[src/rtl/sfw_pkg.sv]
package sfw_pkg;
  localparam int unsigned NODES  = 5;
  localparam int unsigned SEL_W  = $clog2(NODES);
  localparam int unsigned N_IN   = 3;
  localparam int unsigned NODE_A = 0;
  localparam int unsigned NODE_B = 1;
  localparam int unsigned NODE_C = 2;
  localparam int unsigned NODE_N = 3;
  localparam int unsigned NODE_Y = 4;
endpackage

[src/rtl/sfw_fault_decode.sv]
module sfw_fault_decode
  import sfw_pkg::*;
(
  input  logic             en,
  input  logic [SEL_W-1:0] sel,
  output logic [NODES-1:0] hit
);
  for (genvar k = 0; k < NODES; k++) begin : g_hit
    assign hit[k] = en && (sel == SEL_W'(k));
  end
endmodule

[src/rtl/sfw_stuck_mux.sv]
module sfw_stuck_mux (
  input  logic d,
  input  logic hit,
  input  logic stuck_one,
  output logic q
);
  logic forced;
  // second stage: pick the stuck level
  assign forced = stuck_one ? 1'b1 : 1'b0;
  // first stage: normal data or fault
  assign q = hit ? forced : d;
endmodule

[src/rtl/stuck_fault_wrap.sv]
module stuck_fault_wrap
  import sfw_pkg::*;
(
  input  logic             clk,
  input  logic             rst,
  input  logic             inj_en,
  input  logic             stuck_one,
  input  logic [SEL_W-1:0] node_sel,
  input  logic             in_a,
  input  logic             in_b,
  input  logic             in_c,
  output logic             y_q,
  output logic             mid_q
);
  logic [NODES-1:0] hit;
  logic [N_IN-1:0]  in_raw;
  logic [N_IN-1:0]  in_inj;
  logic             n_drv, n_inj, y_drv, y_inj;

  sfw_fault_decode u_dec (
    .en  (inj_en),
    .sel (node_sel),
    .hit (hit)
  );

  assign in_raw = {in_c, in_b, in_a};

  for (genvar i = 0; i < N_IN; i++) begin : g_in
    sfw_stuck_mux u_mux (
      .d         (in_raw[i]),
      .hit       (hit[i]),
      .stuck_one (stuck_one),
      .q         (in_inj[i])
    );
  end

  assign n_drv = ~(in_inj[NODE_A] & in_inj[NODE_B]);

  sfw_stuck_mux u_mux_n (
    .d         (n_drv),
    .hit       (hit[NODE_N]),
    .stuck_one (stuck_one),
    .q         (n_inj)
  );

  assign y_drv = n_inj | in_inj[NODE_C];

  sfw_stuck_mux u_mux_y (
    .d         (y_drv),
    .hit       (hit[NODE_Y]),
    .stuck_one (stuck_one),
    .q         (y_inj)
  );

  always_ff @(posedge clk) begin
    if (rst) begin
      y_q   <= 1'b0;
      mid_q <= 1'b0;
    end else begin
      y_q   <= y_inj;
      mid_q <= n_drv;
    end
  end

  a_r1_reset_clears: assert property (@(posedge clk)
    rst |=> (!y_q && !mid_q));

  a_r3_bypass_function: assert property (@(posedge clk) disable iff (rst)
    !inj_en |=> (y_q == $past(~(in_a & in_b) | in_c)));

  a_r5_driver_untouched: assert property (@(posedge clk) disable iff (rst)
    (inj_en && node_sel == SEL_W'(NODE_N)) |=> (mid_q == $past(~(in_a & in_b))));

  a_r6_output_forced: assert property (@(posedge clk) disable iff (rst)
    (inj_en && node_sel == SEL_W'(NODE_Y)) |=> (y_q == $past(stuck_one)));

  a_r7_out_of_range: assert property (@(posedge clk) disable iff (rst)
    (node_sel >= SEL_W'(NODES)) |=> (y_q == $past(~(in_a & in_b) | in_c)));
endmodule

[config.mk]
export PLATFORM = sky130hd
export DESIGN_NAME = stuck_fault_wrap
export DESIGN_NICKNAME = d
export VERILOG_FILES = /design/src/rtl/sfw_pkg.sv /design/src/rtl/sfw_fault_decode.sv /design/src/rtl/sfw_stuck_mux.sv /design/src/rtl/stuck_fault_wrap.sv
export SDC_FILE = /design/constraint.sdc
export NUM_CORES = 1
export LEC_CHECK = 0
export BUFFER_PORTS_ARGS = -buffer_cell sky130_fd_sc_hd__buf_4
export CAP_MARGIN = 20
export CORE_AREA = 8 8 45 47
export CTS_CLUSTER_SIZE = 12
export DETAILED_ROUTE_END_ITERATION = 12
export DIE_AREA = 0 0 53 55
export HOLD_SLACK_MARGIN = 0.1
export MAX_ROUTING_LAYER = met4
export PLACE_DENSITY = 0.38
export SLEW_MARGIN = 20
export SYNTH_ARGS = -nofsm -noshare
export SYNTH_HDL_FRONTEND = slang
export SYNTH_SLANG_ARGS = --single-unit
[constraint.sdc]
create_clock -name clk -period 1.83 [get_ports clk]
set_clock_uncertainty 0.2 [all_clocks]
set_input_delay 0.2745 -clock clk [delete_from_list [all_inputs] [get_ports clk]]
set_output_delay 0.2745 -clock clk [all_outputs]
set_load 0.005 [all_outputs]
======== After elaboration in Yosys (flattened, before gate mapping) ========
Index checks and enable logic that the tools add are counted.
word-level totals
  bits in registers ....................... 2
  input bits .............................. 10
operators by class
  equality and inequality tests ........... 4
  muxes and demuxes ....................... 6
  bitwise operators ....................... 3
  reductions and logical operators ........ 6
operators by type and width
  operator                                              number
  equality test 3 x 2 -> 1 bit (second input constant)  2
  two-way mux 1 bit                                     6
  logical AND 1 bit                                     5
  equality test 3 x 1 -> 1 bit (second input constant)  1
  equality test 3 bit (second input constant)           1
  logical NOT 3 bit                                     1
  bitwise AND 1 bit                                     1
  inverter 1 bit                                        1
  bitwise OR 1 bit                                      1

======== Depth between registers and ports, before layout ========
  depth after elaboration ................. 8
  mapped depth ............................ 3
  depth with buffers taken out ............ 3

======== Cells and area by module ========
Synthesis repeated with hierarchy kept, for this count alone.
unflattened totals
  cells, all modules ...................... 16
  area total of the unflattened synthesis .. 200.2 sq um
modules (own cells, without submodules)
  module            times used  cells an instance  area each (sq um)  sequential area each (sq um)
  sfw_stuck_mux     5           1                  15.0               0.0
  sfw_fault_decode  1           5                  63.8               0.0
  stuck_fault_wrap  1           6                  61.3               40.0

======== Least setup slack after synthesis ========
OpenSTA, ideal clock, no wires.
  path type ............................... in2reg
  start point ............................. input node_sel[0]
  end point ............................... register y_q
  setup time .............................. 0.129 ns
  arrival time ............................ 1.069 ns
  required time ........................... 1.501 ns
  setup slack ............................. 0.432 ns
  stages .................................. 3
  path buffers ............................ 0
  path through ............................ or4bb_1 > a211oi_1 > a211oi_1
between the ends
  word-level cells in the longest chain between the ends .. 8
  elaborated cells on any way between the ends .. 18
  those cells by class .................... eq/ne (4); mux (5); bitwise (3); reduce/logical (6)
ends and longest elaborated chain
  what                                                               line                    source
  start: declaration                                                 stuck_fault_wrap.sv:8   input logic [SEL_W-1:0] node_sel,
  equality test 3 x 1 -> 1 bit or logical NOT 3 bit (tied branches)  sfw_fault_decode.sv:9   assign hit[k] = en && (sel == SEL_W'(k));
  logical AND 1 bit                                                  sfw_fault_decode.sv:9
  two-way mux 1 bit                                                  sfw_stuck_mux.sv:11     assign q = hit ? forced : d;
  bitwise AND 1 bit                                                  stuck_fault_wrap.sv:37  assign n_drv = ~(in_inj[NODE_A] & in_inj[NODE_B]);
  inverter 1 bit                                                     stuck_fault_wrap.sv:37
  two-way mux 1 bit                                                  sfw_stuck_mux.sv:11
  bitwise OR 1 bit                                                   stuck_fault_wrap.sv:46  assign y_drv = n_inj | in_inj[NODE_C];
  two-way mux 1 bit (*)                                              sfw_stuck_mux.sv:11
  end signal: assignment                                             stuck_fault_wrap.sv:60  y_q <= y_inj;
  end: declaration                                                   stuck_fault_wrap.sv:12  output logic y_q,
Every way passes the cells marked *; elsewhere a longest branch is shown, timed or not.
A chain may end at the register's enable or synchronous reset.

======== Worst setup path after layout ========
  start point ............................. input node_sel[1]
  end point ............................... register y_q
The elaborated chain is that of the path after synthesis.

==> results.json <==
{
  "status": "finished clean",
  "critPathSlowestCell": "or4bb_1",
  "row_count": 14,
  "routed-via-count": 200,
  "setup_tns_ns": 0,
  "max-vdd-ir-drop_uv": 100,
  "p_switching_mw": 0.0443,
  "drc": 0,
  "dieWidth_um": 53,
  "drt_iter0_drc": 3,
  "final_layout_size_suffix_gt1_frac": 0.438,
  "cp-start-kind": "primary input",
  "slew_headroom": 0.802,
  "grt_max_degree": 8,
  "areaGrowthSynthToFinish_pct": 83.7,
  "gp_congestion": 0.641,
  "hp-class": "in -> reg",
  "crit_chain": "buf_4 -> or4bb_1 -> o22ai_1 -> a211oi_1",
  "tightest_slew_ns": 0.294,
  "synth_area_leaders": "dfxtp_1 25%, or4bb_1 14%, nor4b_1 11%",
  "slew_viol_final": 0,
  "synth_seq_cells": 2,
  "rsz0062_at_grt": "no",
  "clock-root-buffer": "clkbuf_4",
  "clkPwrFrac": 0.518,
  "swShare": 0.232,
  "seq_power_share": 0.252,
  "p_int_mw": 0.147,
  "synth-edff-count": 0,
  "fin_crit_ns": 1.39,
  "async_flop_share": 0,
  "post-cts-setup-buffer-count": 0,
  "p_per_area_mw_per_mm2": 645,
  "grt-ovfl-total": 0,
  "grt_pass1_wl_um": 869,
  "min_period_over_period": 0.757,
  "post-place-ws_ns": 0.224,
  "ioPinCount": 12,
  "hold_slack_ns": 0.156,
  "worstPathRequired_ns": 1.73,
  "nets": 44,
  "worstPathArrival_ns": 1.28,
  "floorplan.initialDensity": 0.117,
  "p_comb_frac": 0.230,
  "max_freq_mhz": 722,
  "die-area_mm2": 0.00292,
  "portBuffers": 11,
  "syn_area_per_cell_um2": 9.49,
  "antenna_found_initial": 0,
  "synth_common_cells": "2 x a211oi_1, 2 x dfxtp_1, 2 x nor4b_1, 2 x or4bb_1",
  "hold_viol_final": 0,
  "synth_cell_types": 13,
  "grt_pass1_vias": 197,
  "yosys.area.top_type_share": 0.248,
  "synth_ff_type": "dfxtp_1",
  "antennaDiodeCount": 0,
  "max_stage_delay_ns": 0.51,
  "routed_wl_um": 572,
  "wl_per_cell_um": 11.9,
  "layout_setup_ws_ns": 0.444,
  "cts.sinks": 2,
  "cts_made_buffers": 3,
  "drtPass1Iterations": 2,
  "cts_htree_levels": 1,
  "cap_violations": 0,
  "p_leak_nw": 0.131,
  "grt.total_usage": 0.0450,
  "path_class": "in -> reg",
  "critPathTopFamily": "simple AND/OR/NAND/NOR gates",
  "worstPathMaxFanout": 7,
  "seq_area_frac_synth": 0.248,
  "die_h_um": 55,
  "cp_num_buf_inv": 1,
  "syn-instance-count": 17,
  "synthesis.nets": 27,
  "clkTransAtPathRegs_ns": 0.03,
  "post-synth-top-area-cell": "dfxtp_1",
  "ant_nets": 0,
  "syn_area_um2": 161,
  "dpl.hpwl_um": 423,
  "cp-end-kind": "flop",
  "finalSetupViolCount": 0,
  "core_area_mm2": 0.00138,
  "cts_max_path_buffers": 2,
  "cts_tree": "yes",
  "via_per_inst": 4.17,
  "cts.repair.resized": 0,
  "ys_warn_count": 0
}
through the flow:
| step | power (mW) | instance area, um^2 | std cells | util |
|---|---|---|---|---|
| 2_1_floorplan | 0.0620 | 161 | 17 | - |
| 3_3_place_gp | 0.0901 | 264 | 44 | 0.191 |
| 3_5_place_dp | 0.0911 | 264 | 44 | 0.191 |
| 5_1_grt | 0.210 | 297 | 48 | 0.214 |
| 6_report | 0.191 | 297 | 48 | 0.214 |
| 4_1_cts | 0.198 | 297 | 48 | 0.214 |
layout by cell type (no fill, tap or decap):
cell type and count:
nand3b_1 1, nor4bb_1 1, a21o_1 1, buf_4 11, nor3b_1 1, mux2i_1 1, o22ai_1 1, dlygate4sd3_1 1
and4b_1 1, clkbuf_4 3, nand2_1 1, nor2_1 1, dfxtp_1 2, or4bb_1 2, a211oi_1 2, nor4b_1 2
final timing paths:
check                  startpoint             end  slack (ns)  cells after the start
worst max-delay path  node_sel[1]  y_q$_SDFF_PP0_        0.44                      4
worst min-delay path  node_sel[2]  y_q$_SDFF_PP0_        0.16                      3
area by class of cell:
type / count / area, um^2
fillers: 157 / 1090
flip-flops and latches: 2 / 40.0
clock buffers: 3 / 22.5
multi-input cells: 15 / 121
well taps: 16 / 20.0
repair buffers: 12 / 92.6
per-layer routing:
layer,wire (um),track usage
met4,0,0.0517
met3,50,0.0160
met2,274,0.0566
met5,0,-
met1,246,0.0500
power groups by stage:
| stage | sequential [mW] | combinational, mW | clock, mW |
|---|---|---|---|
| 3_5_place_dp | 0.0487 | 0.0424 | 0 |
| 6_report | 0.0482 | 0.0439 | 0.0991 |
| 3_3_place_gp | 0.0489 | 0.0413 | 0 |
| 5_1_grt | 0.0489 | 0.0485 | 0.112 |
| 2_1_floorplan | 0.0493 | 0.0127 | 0 |
| 4_1_cts | 0.0481 | 0.0442 | 0.106 |
tightest hold or removal path: cells and delay by family:
family	cells	cell delay, ns
compound gates	2	0.14
buf+inv	1	0.11
sequential cells by signal (all words and copies together) (netlist names):
name / flops
y_q: 1
mid_q: 1
cells by family after synthesis:
group              synth area share
muxes                        0.0620
and+or+nand+nor               0.512
AOI/OAI and AO/OA             0.178
DFF                           0.248
timing repair:
| action | in CTS | in global routing |
|---|---|---|
| hold buffers | 1 | 0 |
| endpoints found under the hold margin | 2 | 0 |
| endpoints found under the setup margin | 0 | 0 |
(Power assumes the default switching activity.)
